### config.mk
export PLATFORM = sky130hd
export DESIGN_NAME = sdp_ctrl
export DESIGN_NICKNAME = d
export VERILOG_FILES = /design/src/rtl/sdp_pkg.sv /design/src/rtl/sdp_pin_sampler.sv /design/src/rtl/sdp_opcode_shifter.sv /design/src/rtl/sdp_power_fsm.sv /design/src/rtl/sdp_ctrl.sv
export SDC_FILE = /design/constraint.sdc
export NUM_CORES = 1
export LEC_CHECK = 0
export BUFFER_PORTS_ARGS = -buffer_cell sky130_fd_sc_hd__buf_2
export CAP_MARGIN = 10
export CORE_MARGIN = 1
export CORE_UTILIZATION = 56
export DETAILED_ROUTE_END_ITERATION = 6
export PLACE_DENSITY = 0.84
export SETUP_SLACK_MARGIN = 0.15
export SLEW_MARGIN = 5
export SYNTH_ARGS = -nofsm -noshare
export SYNTH_HDL_FRONTEND = slang
export SYNTH_HIERARCHICAL = 1
export SYNTH_SLANG_ARGS = --single-unit
### constraint.sdc
create_clock -name clk -period 3 [get_ports clk]
set_input_delay 0.3 -clock clk [delete_from_list [all_inputs] [get_ports clk]]
set_output_delay 0.3 -clock clk [all_outputs]
set_load 0.005 [all_outputs]
### src/rtl/sdp_pkg.sv
// Shared constants and types for the deep power-down controller.
// Assumes nothing beyond IEEE 1800-2017.
package sdp_pkg;
    localparam logic [7:0] OP_POWER_DOWN = 8'hB9;
    localparam logic [7:0] OP_RELEASE    = 8'hAB;
    localparam int         BYTE_BITS     = 8;
    localparam int         QUAD_LANES    = 4;

    typedef enum logic [1:0] {
        PS_STANDBY  = 2'd0,
        PS_ENTERING = 2'd1,
        PS_DOWN     = 2'd2,
        PS_WAKING   = 2'd3
    } pwr_state_t;
endpackage

### src/rtl/sdp_pin_sampler.sv
// Registers chip select and serial clock and detects their rising edges.
// Assumes the pins are already synchronous to clk.
module sdp_pin_sampler (
    input  logic clk,
    input  logic rst_n,
    input  logic csn,
    input  logic sclk,
    output logic sclk_rise,
    output logic csn_rise
);
    logic sclk_q;
    logic csn_q;

    // Hold the previous levels of both pins.
    always_ff @(posedge clk) begin
        if (!rst_n) begin
            sclk_q <= 1'b0;
            csn_q  <= 1'b1;
        end else begin
            sclk_q <= sclk;
            csn_q  <= csn;
        end
    end

    // A rise is a high level now after a low level on the last cycle.
    always_comb begin
        sclk_rise = sclk & ~sclk_q;
        csn_rise  = csn & ~csn_q;
    end
endmodule

### src/rtl/sdp_opcode_shifter.sv
// Assembles the opcode byte in single-line or nibble mode and reports a
// correctly framed byte at the chip-select rise. Assumes quad_sel is held
// steady for the duration of a frame.
module sdp_opcode_shifter #(
    parameter int BITS  = sdp_pkg::BYTE_BITS,
    parameter int LANES = sdp_pkg::QUAD_LANES
) (
    input  logic            clk,
    input  logic            rst_n,
    input  logic            csn,
    input  logic            sclk_rise,
    input  logic            csn_rise,
    input  logic            quad_sel,
    input  logic [LANES-1:0] io,
    output logic            frame_done,
    output logic [BITS-1:0] frame_byte
);
    localparam int CNT_W = $clog2(BITS + LANES + 1);

    logic [BITS-1:0]  shreg;
    logic [CNT_W-1:0] bit_cnt;
    logic             overrun;
    logic [CNT_W-1:0] step;
    logic [CNT_W:0]   next_cnt;
    logic [BITS-1:0]  shifted;

    // Pick the shift width and the new register contents for the active mode.
    always_comb begin
        if (quad_sel) begin
            step    = CNT_W'(LANES);
            shifted = {shreg[BITS-LANES-1:0], io};
        end else begin
            step    = CNT_W'(1);
            shifted = {shreg[BITS-2:0], io[0]};
        end
        next_cnt = {1'b0, bit_cnt} + {1'b0, step};
    end

    // Shift on sclk rises while selected; clear all framing state when deselected.
    always_ff @(posedge clk) begin
        if (!rst_n) begin
            shreg   <= '0;
            bit_cnt <= '0;
            overrun <= 1'b0;
        end else if (csn) begin
            bit_cnt <= '0;
            overrun <= 1'b0;
        end else if (sclk_rise) begin
            shreg <= shifted;
            if (overrun || next_cnt > (CNT_W+1)'(BITS)) begin
                overrun <= 1'b1;
            end else begin
                bit_cnt <= next_cnt[CNT_W-1:0];
            end
        end
    end

    // A frame counts only if exactly one byte was clocked when csn rises.
    always_comb begin
        frame_done = csn_rise && !overrun && (bit_cnt == CNT_W'(BITS));
        frame_byte = shreg;
    end

    p_cnt_bound_r4: assert property (@(posedge clk) disable iff (!rst_n)
        bit_cnt <= CNT_W'(BITS));
    p_clear_on_deselect_r4: assert property (@(posedge clk) disable iff (!rst_n)
        csn |=> (bit_cnt == '0) && !overrun);
endmodule

### src/rtl/sdp_power_fsm.sv
// Power state machine with entry and release delay counters.
// Assumes T_DP and T_RES are at least 1.
module sdp_power_fsm
    import sdp_pkg::*;
#(
    parameter int T_DP  = 64,
    parameter int T_RES = 48
) (
    input  logic       clk,
    input  logic       rst_n,
    input  logic       frame_done,
    input  logic [7:0] frame_byte,
    output logic       cmd_accept,
    output logic       pd_active
);
    localparam int MAXD  = (T_DP > T_RES) ? T_DP : T_RES;
    localparam int CNT_W = $clog2(MAXD + 1);

    pwr_state_t       state;
    logic [CNT_W-1:0] remain;

    // Decide whether a finished frame is allowed through in the current state.
    always_comb begin
        unique case (state)
            PS_STANDBY: cmd_accept = frame_done;
            PS_DOWN:    cmd_accept = frame_done && (frame_byte == OP_RELEASE);
            default:    cmd_accept = 1'b0;
        endcase
        pd_active = (state == PS_DOWN) || (state == PS_WAKING);
    end

    // Move between power states, running the delay counters on transitions.
    always_ff @(posedge clk) begin
        if (!rst_n) begin
            state  <= PS_STANDBY;
            remain <= '0;
        end else begin
            unique case (state)
                PS_STANDBY: if (cmd_accept && frame_byte == OP_POWER_DOWN) begin
                    state  <= PS_ENTERING;
                    remain <= CNT_W'(T_DP - 1);
                end
                PS_ENTERING: if (remain == '0) state <= PS_DOWN;
                             else remain <= remain - 1'b1;
                PS_DOWN: if (cmd_accept) begin
                    state  <= PS_WAKING;
                    remain <= CNT_W'(T_RES - 1);
                end
                PS_WAKING: if (remain == '0) state <= PS_STANDBY;
                           else remain <= remain - 1'b1;
                default: state <= PS_STANDBY;
            endcase
        end
    end

    p_pd_hold_r7: assert property (@(posedge clk) disable iff (!rst_n)
        (state == PS_DOWN) && !cmd_accept |=> pd_active);
    p_enter_only_down_r6: assert property (@(posedge clk) disable iff (!rst_n)
        (state == PS_ENTERING) |=> (state == PS_ENTERING) || (state == PS_DOWN));
    p_window_blocks_r9: assert property (@(posedge clk) disable iff (!rst_n)
        (state == PS_ENTERING || state == PS_WAKING) |-> !cmd_accept);
endmodule

### src/rtl/sdp_ctrl.sv
// Top of the deep power-down controller: pin sampling, opcode assembly,
// power state control and the registered instruction strobe.
// Assumes all pins are synchronous to clk and sclk levels last >= 1 clk cycle.
module sdp_ctrl #(
    parameter int T_DP  = 64,
    parameter int T_RES = 48
) (
    input  logic       clk,
    input  logic       rst_n,
    input  logic       csn,
    input  logic       sclk,
    input  logic [3:0] io,
    input  logic       quad_sel,
    output logic       pd_active,
    output logic       instr_valid,
    output logic [7:0] opcode
);
    logic       sclk_rise;
    logic       csn_rise;
    logic       frame_done;
    logic [7:0] frame_byte;
    logic       cmd_accept;

    sdp_pin_sampler u_pins (
        .clk       (clk),
        .rst_n     (rst_n),
        .csn       (csn),
        .sclk      (sclk),
        .sclk_rise (sclk_rise),
        .csn_rise  (csn_rise)
    );

    sdp_opcode_shifter #(.BITS(8), .LANES(4)) u_shift (
        .clk        (clk),
        .rst_n      (rst_n),
        .csn        (csn),
        .sclk_rise  (sclk_rise),
        .csn_rise   (csn_rise),
        .quad_sel   (quad_sel),
        .io         (io),
        .frame_done (frame_done),
        .frame_byte (frame_byte)
    );

    sdp_power_fsm #(.T_DP(T_DP), .T_RES(T_RES)) u_fsm (
        .clk        (clk),
        .rst_n      (rst_n),
        .frame_done (frame_done),
        .frame_byte (frame_byte),
        .cmd_accept (cmd_accept),
        .pd_active  (pd_active)
    );

    // Register the strobe and the accepted opcode for the rest of the device.
    always_ff @(posedge clk) begin
        if (!rst_n) begin
            instr_valid <= 1'b0;
            opcode      <= 8'h00;
        end else begin
            instr_valid <= cmd_accept;
            if (cmd_accept) opcode <= frame_byte;
        end
    end

    p_strobe_pulse_r5: assert property (@(posedge clk) disable iff (!rst_n)
        instr_valid |=> !instr_valid);
    p_gate_in_pd_r7: assert property (@(posedge clk) disable iff (!rst_n)
        instr_valid && $past(pd_active) |-> opcode == sdp_pkg::OP_RELEASE);
endmodule

==> key figures, run 1 <==
Routing
  • Routed Antenna Nets: 0
  • Routed vias: between 1500 and 2000
  • Vias per inst: approximately 5.7
  • Pre-Repair DR Iteration Count: 5
  • Routed WL: 3710 um
  • Drt drc: 0
  • Drt wl/cell: between 10 and 15 um
  • Initial DRC count: 94

CTS
  • Hold_buf cts: 0
  • Worst-Skew Late Latency: about 0.34 ns
  • Htree depth: 2
  • Post-CTS sizing: 0
  • Root buf cell: clkbuf_4
  • CTS buffer count: 5
  • CTS tree: done
  • Clk buf depth: 2
  • Clock slew at reported path FFs: around 0.10 ns
  • Clk sinks: 33
  • Setup repair bufs after CTS: 0

Synth
  • Number of synthesized flops with an enable pin: 0
  • Share of the synthesized area in the top cell type: 0.353
  • Post-synthesis register bit count: 33
  • Cells after Synth: 202
  • Yosys warning total: 6
  • Post-synth top area cell: dfxtp_1
  • Synth Flop Type: dfxtp_1
  • Sequential element share of the synthesized area: 0.353
  • Yosys cell types: 53
  • Post-synth ARST share: 0
  • Top post-synthesis cells by area: dfxtp_1 35%, mux2i_1 10%, ha_1 6.0%
  • Synthesized cell area: approximately 1900 um2
  • Syn_area_per_cell: ~9.3 um2
  • Net Count, Synth: 220

Pwr
  • Total Power: approximately 0.77 mW
  • Leak: 0.988 nW
  • Worst IR drop on VDD: about 0.20 mV
  • PwrDens: about 380 nW/um2

Global route
  • Total track usage: 0.232
  • Vias in the first global route: 1348
  • First-pass GRT wire length: just over 6000 um
  • Pin count of the biggest net entering global routing: 37
  • Total congestion overflow: 0
  • Antenna violations before repair: 0

Floorplanning
  • IO Pins: 19
  • Die area: around 3600 um2
  • Core Box Area: between 3000 and 4000 um2
  • Die X: between 50 and 60 um
  • Starting density of the core: 0.604
  • Die height: roughly 60 um
  • Std cell rows: 20

Timing
  • Final setup vio count: 0
  • RSZ-0062 raised after global routing: false
  • Least-Margin Pin Slew: 0.545 ns
  • Final Skew: 0.00804 ns
  • Period Utilization, post-route: 0.736
  • Min Tclk post-route: between 2 and 2.5 ns
  • Slew HR: 0.637
  • Fin. Hold Viols: 0
  • Setup_tns: 0 ns
  • Final-report max-slew violation count: 0
  • Fmax achieved: roughly 450 MHz

Worst setup path
  • Worst r2r src: u_fsm/state[0]
  • Crit start category: flop
  • Slowest CP cell: dfxtp_1
  • Reg2reg setup slack: 0.79 ns
  • Register-to-Register Path Depth: 6
  • CP Cell Sequence: inv_1 > ha_1 > nand4bb_1 > a211o_2 > a22oi_4 > mux2i_1
  • Worst r2r dst: u_fsm/state[1]
  • CP Buf/Inv Count: 1
  • Largest stage delay on the critical path: approximately 0.52 ns
  • Required @ worst endpoint: about 3.3 ns
  • Worst setup path class: flop to flop
  • Crit end category: flop
  • Crit path DAT: about 2.5 ns
  • Crit Path Max Fanout: 11
  • Cell family with most CP delay: compound AO/OA/AOI/OAI gates

Layout
  • Layout Nets: approximately 240
  • Utilization after layout: 0.658
  • Fin area: about 2000 um2
  • Most common cell after layout, fill and taps aside: dfxtp_1
  • Multi-input logic area: approximately 1100 um2
  • Fill cell count: about 270
  • # diodes: 0
  • Reg area: about 660 um2
  • Share of cells above drive strength 1: 0.208
  • Syn-to-layout area delta: 8.95%
  • Most frequent cells in the layout: 33 x dfxtp_1, 23 x nand2_1, 19 x mux2i_1

Run
  • Maxcap violations: 0

Hold path
  • Worst hold path depth: 2
  • Hold EP: u_pins/sclk_q
  • HP Class: primary input to flop
  • Worst hold start: sclk

Placed design
  • DP Area: 1990 um2
  • Final RePlAce weighted congestion: about 0.9
  • Hpwl dp: between 2000 and 3000 um
  • IO buf count: 18

Outcome
  • Status: finished, final reports clean
-- layer usage --
metal | vias to the layer above | global-route usage | wire [um]
li1 | 768 | - | -
met1 | 702 | 0.293 | 1700
met2 | 29 | 0.386 | 1830
met3 | 7 | 0.0606 | 137
met4 | 0 | 0.0664 | 46
met5 | - | 0 | 0
-- power breakdown --
group	leakage [nW]	internal (mW)	switching (mW)	total, mW
Sequential	0.268	0.447	0.0123	0.460
Combinational	0.689	0.0298	0.0348	0.0646
Clock	0.0310	0.0883	0.159	0.247
-- worst max-delay path by stage --
stage	startpoint	to	slack (ns)	cells past startpoint
after floorplan	u_fsm/state[0]	u_fsm/state[0]	0.94	7
after global placement	u_fsm/state[0]	u_fsm/state[1]	0.91	6
after detailed placement	u_fsm/state[0]	u_fsm/state[1]	0.82	6
after CTS	u_fsm/state[0]	u_fsm/state[1]	0.80	6
after global routing	u_fsm/state[0]	u_fsm/remain[5]	0.62	6
final	u_fsm/state[0]	u_fsm/state[1]	0.79	6
-- cells by family (layout without fill, tap and decap cells) --
group	Yosys count	after routing	synth area share
AO/OA/AOI/OAI	44	44	0.188
XOR/XNOR	1	1	0.00468
adder cells (fa/ha/maj)	9	9	0.0601
flip-flops	33	33	0.353
buffers and inverters	18	37	0.0414
multiplexers	19	19	0.102
AND/OR/NAND/NOR	78	78	0.251
-- registers in the layout, indices dropped and copies added, names as in the netlist --
register            cells
opcode                  8
u_shift/frame_byte      8
u_fsm/remain            7
u_shift/bit_cnt         4
u_fsm/state             2
instr_valid             1
u_pins/csn_q            1
u_pins/sclk_q           1
u_shift/overrun         1
-- per-stage QoR --
| step | hold slack, ns | cells | setup WS [ns] |
|---|---|---|---|
| 3_5_place_dp | 0.475 | 257 | 0.822 |
| 4_1_cts | 0.179 | 265 | 0.801 |
| 5_1_grt | 0.185 | 265 | 0.619 |
| 2_1_floorplan | 0.373 | 202 | 0.943 |
| 6_report | 0.188 | 265 | 0.793 |
| 3_3_place_gp | 0.465 | 257 | 0.911 |
-- cell usage after synthesis (4+ instances only) --
master	number
clkbuf_1	5
a21oi_1	6
inv_1	10
nor2b_1	11
o21ai_0	6
nand3_1	4
ha_1	9
or2_2	4
mux2i_1	19
nand2_1	23
nor2_1	10
dfxtp_1	33
o211a_1	8
-- worst reg2reg max path: stages, from the launching register on --
cell and delay, ns:
dfxtp_1 0.52, inv_1 0.19, ha_1 0.33, nand4bb_1 0.27, a211o_2 0.41, a22oi_4 0.24
mux2i_1 0.19
-- final cells by class --
class,count,share of cell area
timing repair buffer,19,0.0478
inverter,10,0.0184
sequential,33,0.324
tap,44,0.0270
multi-input combinational,151,0.556
clock inverter,3,0.00858
clock buffer,5,0.0184
(Power assumes the default switching activity.)
==> run 2, diff against run 1 <==
==> constraint.sdc (replaced) <==
create_clock -name clk -period 2.25 [get_ports clk]
set_input_delay 0.225 -clock clk [delete_from_list [all_inputs] [get_ports clk]]
set_output_delay 0.225 -clock clk [all_outputs]
set_load 0.005 [all_outputs]
==> run 2 against run 1 <==
  * Clock power up 33%
  * Cell count increased by 0.75%
  * Clock skew grew 0.0012 ns
  * Sequential power up 33%
  * Count of clock-buffer cells in the layout unchanged
  * Largest cell class unchanged
  * Largest power group unchanged
==> key figures, run 2 (synthesis results as in run 1) <==
Global route
  • Antenna violations before repair: 0 (unchanged)
  • Pin count of the biggest net entering global routing: 32 (-14%)
  • Vias in the first global route: 1353 (+0.37%)
  • First-pass GRT wire length: 6170 um (unchanged)
  • Total congestion overflow: 0 (unchanged)
  • Total track usage: 0.231 (-0.000697)

Floorplanning
  • Die X: 59.8 um (unchanged)
  • Die height: 59.8 um (unchanged)
  • Core Box Area: 3100 um2 (unchanged)
  • Starting density of the core: 0.604 (unchanged)
  • Die area: 3580 um2 (unchanged)
  • Std cell rows: 20 (unchanged)
  • IO Pins: 19 (unchanged)

Run
  • Maxcap violations: 0 (unchanged)

CTS
  • Clk buf depth: 2 (unchanged)
  • CTS tree: done
  • Root buf cell: clkbuf_4
  • Clock slew at reported path FFs: 0.11 ns (about the same)
  • Clk sinks: 33 (unchanged)
  • Htree depth: 2 (unchanged)
  • CTS buffer count: 5 (unchanged)
  • Hold_buf cts: 0 (unchanged)
  • Worst-Skew Late Latency: 0.34 ns (about the same)
  • Setup repair bufs after CTS: 0 (unchanged)

Timing
  • Setup WS post-layout: 0.324 ns (-0.469 ns)
  • RSZ-0062 raised after global routing: false
  • Final setup vio count: 0 (unchanged)
  • Fin. Hold Viols: 0 (unchanged)
  • Period Utilization, post-route: 0.856 (+0.120)
  • Final Skew: 0.00921 ns (+0.00117 ns)
  • Slew HR: 0.698 (+0.0614)
  • Fmax achieved: 519 MHz (+15%)
  • Setup_tns: 0 ns (unchanged)
  • Least-Margin Pin Slew: 0.452 ns (-0.0930 ns)
  • Min Tclk post-route: 1.93 ns (-0.281 ns)
  • Final-report max-slew violation count: 0 (unchanged)

Routing
  • Routed vias: 1518 (+0.80%)
  • Pre-Repair DR Iteration Count: 4 (-1)
  • Routed WL: 3610 um (-2.6%)
  • Drt wl/cell: 13.5 um (-3.4%)
  • Routed Antenna Nets: 0 (unchanged)
  • Drt drc: 0 (unchanged)
  • Vias per inst: 5.69 (about the same)
  • Initial DRC count: 98 (+4.3%)

Hold path
  • Worst hold path depth: 2 (unchanged)
  • Hold EP: u_pins/sclk_q
  • HP Class: primary input to flop
  • Worst hold start: sclk

Worst setup path
  • Crit path DAT: 2.20 ns (-0.28 ns)
  • Worst setup path class: flop to flop
  • CP Cell Sequence: inv_1 > ha_2 > nand4bb_1 > a211o_2 > a22oi_4 > mux2i_1
  • Worst r2r dst: u_fsm/state[1]
  • Crit Path Max Fanout: 8 (-3)
  • Largest stage delay on the critical path: 0.40 ns (-0.12 ns)
  • Crit start category: flop
  • Crit end category: flop
  • Slowest CP cell: a211o_2
  • CP Buf/Inv Count: 1 (unchanged)
  • Cell family with most CP delay: compound AO/OA/AOI/OAI gates
  • Reg2reg setup slack: 0.32 ns (-0.47 ns)
  • Register-to-Register Path Depth: 6 (unchanged)
  • Worst r2r src: u_fsm/state[0]
  • Required @ worst endpoint: 2.53 ns (-0.74 ns)

Placed design
  • Hpwl dp: 2570 um (-5.5%)
  • Final RePlAce weighted congestion: 0.887 (-3.0%)
  • IO buf count: 18 (unchanged)
  • Post-Place Setup Slack: 0.167 ns (-0.655 ns)
  • DP Area: 2000 um2 (+0.76%)

Pwr
  • Reg power frac: 0.595 (about the same)
  • Leak: 1.00 nW (+1.5%)
  • Switching share of power: 0.267 (about the same)
  • Worst IR drop on VDD: 0.313 mV (+59%)
  • Logic pwr share: 0.085 (about the same)
  • Sw Pwr: 0.275 mW (+34%)
  • PwrDens: 498 nW/um2 (+32%)
  • Clock power frac: 0.320 (about the same)
  • Internal power: 0.755 mW (+33%)
  • Total Power: 1.03 mW (+34%)

Layout
  • Syn-to-layout area delta: 10.3%
  • Fill cell count: 273 (+0.37%)
  • # diodes: 0 (unchanged)
  • Layout Nets: 240 (+0.84%)
  • Multi-input logic area: 1140 um2 (+0.77%)
  • Fin area: 2070 um2 (+1.2%)
  • Most common cell after layout, fill and taps aside: dfxtp_1
  • Share of cells above drive strength 1: 0.233 (+0.0250)
  • Most frequent cells in the layout: 32 x dfxtp_1, 23 x nand2_1, 19 x mux2i_1
  • Reg area: 662 um2 (+0.19%)

Outcome
  • Status: finished, final reports clean
-- run 2: cell types whose count changed in the layout (fill, tap and decap cells not counted), sizes merged --
cell  change
buf       +2
-- run 2: area by class of cell --
class,instances,share of cell area
Inverter,10,0.0182
Sequential cell,33,0.320
Clock inverter,3,0.00848
Tap cell,44,0.0267
Timing Repair Buffer,21,0.0545
Clock buffer,5,0.0182
Multi-Input combinational cell,151,0.554
-- run 2: power by group through the flow --
stage	Sequential, mW	Combinational (mW)	Clock [mW]
3_5_place_dp	0.626	0.0859	0
2_1_floorplan	0.621	0.0653	0
5_1_grt	0.615	0.0979	0.362
4_1_cts	0.613	0.0870	0.338
6_report	0.613	0.0880	0.329
3_3_place_gp	0.626	0.0854	0
-- run 2: worst max path at each step --
| stage | slack [ns] | from | to | cells past startpoint |
|---|---|---|---|---|
| finish | 0.32 | u_fsm/state[0] | u_fsm/state[1] | 6 |
| floorplan | 0.19 | u_fsm/state[0] | u_fsm/state[0] | 7 |
| global placement | 0.30 | quad_sel | u_shift/bit_cnt[2] | 8 |
| global route | 0.21 | u_shift/bit_cnt[3] | u_fsm/state[1] | 6 |
| detailed placement | 0.17 | csn | u_fsm/state[1] | 8 |
| CTS | 0.20 | u_pins/csn_q | u_fsm/state[1] | 7 |
-- run 2: repair_timing --
item                                    4_1_cts  5_1_grt
endpoints found under the setup margin        0        6
hold endpoints to repair                      0        0
resized for setup                             0        4
-- run 2: metrics by stage --
| stage | hold WS, ns | util | instances |
|---|---|---|---|
| floorplan | 0.298 | - | 202 |
| global placement | 0.447 | 0.645 | 259 |
| detailed placement | 0.454 | 0.645 | 259 |
| CTS | 0.0929 | 0.663 | 267 |
| global route | 0.0996 | 0.666 | 267 |
| finish | 0.101 | 0.666 | 267 |
-- run 2: worst reg2reg max path: stages (launching register included) --
cell       delay, ns
dfxtp_1         0.36
inv_1           0.12
ha_2            0.28
nand4bb_1       0.25
a211o_2         0.40
a22oi_4         0.25
mux2i_1         0.20
-- run 2: routing by layer --
metal,global-route usage,vias to the layer above,part of all wire
met5,0,-,0
met4,0.0797,0,0.015
met3,0.0671,4,0.048
met2,0.367,41,0.46
met1,0.298,699,0.48
li1,-,774,-
==> run 3, diff against run 2 <==
--- a/config.mk
+++ b/config.mk
@@ -7,13 +7,13 @@
 export LEC_CHECK = 0
 export BUFFER_PORTS_ARGS = -buffer_cell sky130_fd_sc_hd__buf_2
 export CAP_MARGIN = 10
+export CORE_ASPECT_RATIO = 1.1
 export CORE_MARGIN = 1
-export CORE_UTILIZATION = 56
+export CORE_UTILIZATION = 52
 export DETAILED_ROUTE_END_ITERATION = 6
-export PLACE_DENSITY = 0.84
+export PLACE_DENSITY = 0.83
 export SETUP_SLACK_MARGIN = 0.15
 export SLEW_MARGIN = 5
 export SYNTH_ARGS = -nofsm -noshare
 export SYNTH_HDL_FRONTEND = slang
-export SYNTH_HIERARCHICAL = 1
 export SYNTH_SLANG_ARGS = --single-unit
==> constraint.sdc (replaced) <==
create_clock -name clk -period 1.6 [get_ports clk]
set_input_delay 0.16 -clock clk [delete_from_list [all_inputs] [get_ports clk]]
set_output_delay 0.16 -clock clk [all_outputs]
set_load 0.005 [all_outputs]
==> run 3 against run 2 <==
  * The run now ends with negative setup slack left
  * Maximum frequency shrank 8.6%
  * Cell count grew 11%
  * Clock skew grew 0.00054 ns
  * Via count grew 12%
  * Global-route usage grew 5.2 points
  * Routed wire length grew 34%
  * Cell area grew 24%
  * Register-to-register slack lost 0.83 ns
  * Synthesized area shrank 9.0%
  * Sequential power grew 38%
  * Sequential share of layout area shrank 5.8 points
  * Critical path type unchanged
==> key figures, run 3 <==
Outcome
  • Status: finished, violations left
  • Violated checks: negative setup slack

CTS
  • CTS tree: done
  • Htree depth: 2 (unchanged)
  • CTS buffer count: 5 (unchanged)
  • Worst-Skew Late Latency: 0.37 ns (+0.03 ns)
  • Clk sinks: 33 (unchanged)
  • Root buf cell: clkbuf_4
  • Clk buf depth: 2 (unchanged)
  • Clock slew at reported path FFs: 0.11 ns (about the same)

Synth
  • Top post-synthesis cells by area: dfxtp_1 39%, mux2i_1 12%, ha_1 7.3%
  • Post-synthesis register bit count: 33 (unchanged)
  • Most common cell in the netlist: dfxtp_1
  • Sequential element share of the synthesized area: 0.387 (+0.0347)
  • Synthesized cell area: 1710 um2 (-9.0%)
  • Net Count, Synth: 207 (-5.9%)
  • Share of the synthesized area in the top cell type: 0.387 (+0.0347)
  • Yosys cell types: 41 (-23%)
  • Syn_area_per_cell: 9.07 um2 (-2.2%)
  • Post-synth top area cell: dfxtp_1
  • Cells after Synth: 188 (-6.9%)
  • Synth Flop Type: dfxtp_1
  • Number of synthesized flops with an enable pin: 0 (unchanged)
  • Top cells by count, synth: 33 x dfxtp_1, 29 x nor2_1, 21 x mux2i_1, 11 x inv_1
  • Post-synth ARST share: 0 (unchanged)
  • Yosys warning total: 0 (-6)

Layout
  • # diodes: 0 (unchanged)
  • Most common cell after layout, fill and taps aside: buf_4
  • Most frequent cells in the layout: 48 x buf_4, 29 x nor2_1, 29 x dfxtp_1
  • Syn-to-layout area delta: 49.9%
  • Layout Nets: 281 (+17%)
  • Fill cell count: 167 (-39%)
  • Share of cells above drive strength 1: 0.437 (+0.204)
  • Fin cells: 297 (+11%)

Timing
  • Final-report max-slew violation count: 0 (unchanged)
  • Period Utilization, post-route: 1.32 (+0.461)
  • RSZ-0062 raised after global routing: true
  • Final setup vio count: 23 (+23)
  • Setup WS post-layout: -0.507 ns (-0.831 ns)
  • Slew HR: 0.771 (+0.0730)
  • Setup_tns: -5.19 ns (-5.19 ns)
  • Fin. Hold Viols: 0 (unchanged)
  • Least-Margin Pin Slew: 0.340 ns (-0.112 ns)
  • Fmax achieved: 475 MHz (-8.6%)
  • Final Skew: 0.00975 ns (+0.000542 ns)
  • Min Tclk post-route: 2.11 ns (+0.181 ns)

Routing
  • Vias per inst: 5.72 (+0.68%)
  • Routed WL: 4820 um (+34%)
  • Pre-Repair DR Iteration Count: 5 (+1)
  • Routed Antenna Nets: 0 (unchanged)
  • Drt drc: 0 (unchanged)
  • Initial DRC count: 74 (-24%)
  • Routed vias: 1700 (+12%)
  • Drt wl/cell: 16.2 um (+20%)

Floorplanning
  • Core Box Area: 3070 um2 (-0.93%)
  • Die area: 3510 um2 (-1.9%)
  • Std cell rows: 21 (+5.0%)
  • IO Pins: 19 (unchanged)
  • Die X: 56.6 um (-5.4%)
  • Die height: 62.1 um (+3.7%)
  • Starting density of the core: 0.555 (-0.0489)

Worst setup path
  • Crit Path Max Fanout: 3 (-5)
  • Crit start category: flop
  • Worst setup path class: flop to flop
  • Required @ worst endpoint: 1.85 ns (-0.68 ns)
  • Crit end category: flop
  • Crit path DAT: 2.36 ns (+0.16 ns)

Global route
  • Total congestion overflow: 0 (unchanged)
  • Antenna violations before repair: 0 (unchanged)
  • Pin count of the biggest net entering global routing: 18 (-44%)
  • Total track usage: 0.283 (+0.0525)
  • First-pass GRT wire length: 7320 um (+19%)
  • Vias in the first global route: 1649 (+22%)

Placed design
  • Placed Cells: 283 (+9.3%)
  • Final RePlAce weighted congestion: 0.945 (+6.5%)
  • IO buf count: 18 (unchanged)
  • Hpwl dp: 3380 um (+32%)

Pwr
  • PwrDens: 666 nW/um2 (+34%)
  • Leak: 1.10 nW (+9.4%)
  • Worst IR drop on VDD: 0.934 mV (+200%)

Run
  • Maxcap violations: 0 (unchanged)

Hold path
  • HP Class: primary input to flop
[run 3: cell types whose count changed in the layout (fill, tap and decap cells not counted), sizes merged, moves of 3 or more]
cell / previous run / this run
nor2b: 13 / 2
nor3: 2 / 8
nand4b: 3 / 0
buf: 21 / 75
nor2: 10 / 30
nand4: 3 / 0
a22oi: 3 / 0
o22ai: 3 / 0
a211oi: 3 / 10
nand2: 23 / 8
o211a: 8 / 1
[run 3: kinds of logic (layout without fill, tap and decap cells)]
| family | Yosys count | in the layout | share of synthesized area |
|---|---|---|---|
| simple gates | 64 | 64 | 0.186 |
| fa+ha+maj | 10 | 10 | 0.0734 |
| buf+inv | 19 | 94 | 0.0426 |
| mux | 21 | 21 | 0.123 |
| compound gates | 39 | 39 | 0.178 |
| flops | 33 | 33 | 0.387 |
| xor+xnor | 2 | 2 | 0.0103 |
[run 3: final timing paths]
kind,from,endpoint,slack (ns),cells past startpoint
worst min register to register,opcode[3],opcode[3],0.51,2
worst max register to register,u_shift.bit_cnt[0],u_shift.bit_cnt[2],-0.51,8
worst min-delay path,sclk,u_pins.sclk_q,0.01,2
worst max-delay path,u_shift.bit_cnt[0],u_shift.bit_cnt[2],-0.51,8
[run 3: layer usage]
metal	share of wire	routed length, um	track usage	vias to the layer above
li1	-	-	-	816
met1	0.41	1990	0.308	821
met2	0.53	2540	0.543	50
met3	0.035	167	0.0642	13
met4	0.025	120	0.115	0
met5	0	0	0	-
[run 3: stage by stage]
| stage | utilization | hold WS [ns] | area (um2) | total power [mW] | setup slack [ns] |
|---|---|---|---|---|---|
| 2_1_floorplan | - | 0.282 | 1860 | 0.965 | -0.498 |
| 3_3_place_gp | 0.754 | 0.389 | 2320 | 1.02 | -0.513 |
| 3_5_place_dp | 0.754 | 0.391 | 2320 | 1.03 | -0.625 |
| 4_1_cts | 0.814 | 0.0140 | 2500 | 1.70 | -0.487 |
| 5_1_grt | 0.832 | 0.0209 | 2560 | 1.74 | -0.566 |
| 6_report | 0.832 | 0.0115 | 2560 | 1.70 | -0.507 |
[run 3: area by class of cell]
cell class / instances / area, um2 / share of cell area
Sequential cell: 33 / 671 / 0.262
Timing Repair Buffer: 75 / 567 / 0.222
Clock inverter: 3 / 46.3 / 0.0181
Inverter: 11 / 51.3 / 0.0201
Clock buffer: 5 / 37.5 / 0.0147
Tap cell: 34 / 42.5 / 0.0166
Multi-Input combinational cell: 136 / 1140 / 0.446
[run 3: report_power, final]
group | switching [mW] | total, mW | internal [mW] | leakage, nW
Clock | 0.342 | 0.672 | 0.331 | 0.0414
Combinational | 0.0919 | 0.184 | 0.0919 | 0.786
Sequential | 0.0121 | 0.847 | 0.835 | 0.270
[run 3: timing repair]
item,4_1_cts,5_1_grt
pin swaps,9,6
buffers inserted,5,1
hold buffers,0,0
resized for setup,12,15
setup endpoints to repair,24,24
[run 3: worst max-delay path, stage by stage (launching register included)]
cell and delay (ns):
dfxtp_2 0.35, ha_4 0.17, ha_4 0.16, xor2_1 0.15
or3_4 0.36, a2111oi_4 0.36, buf_4 0.20, mux2i_1 0.18
nor2_1 0.06
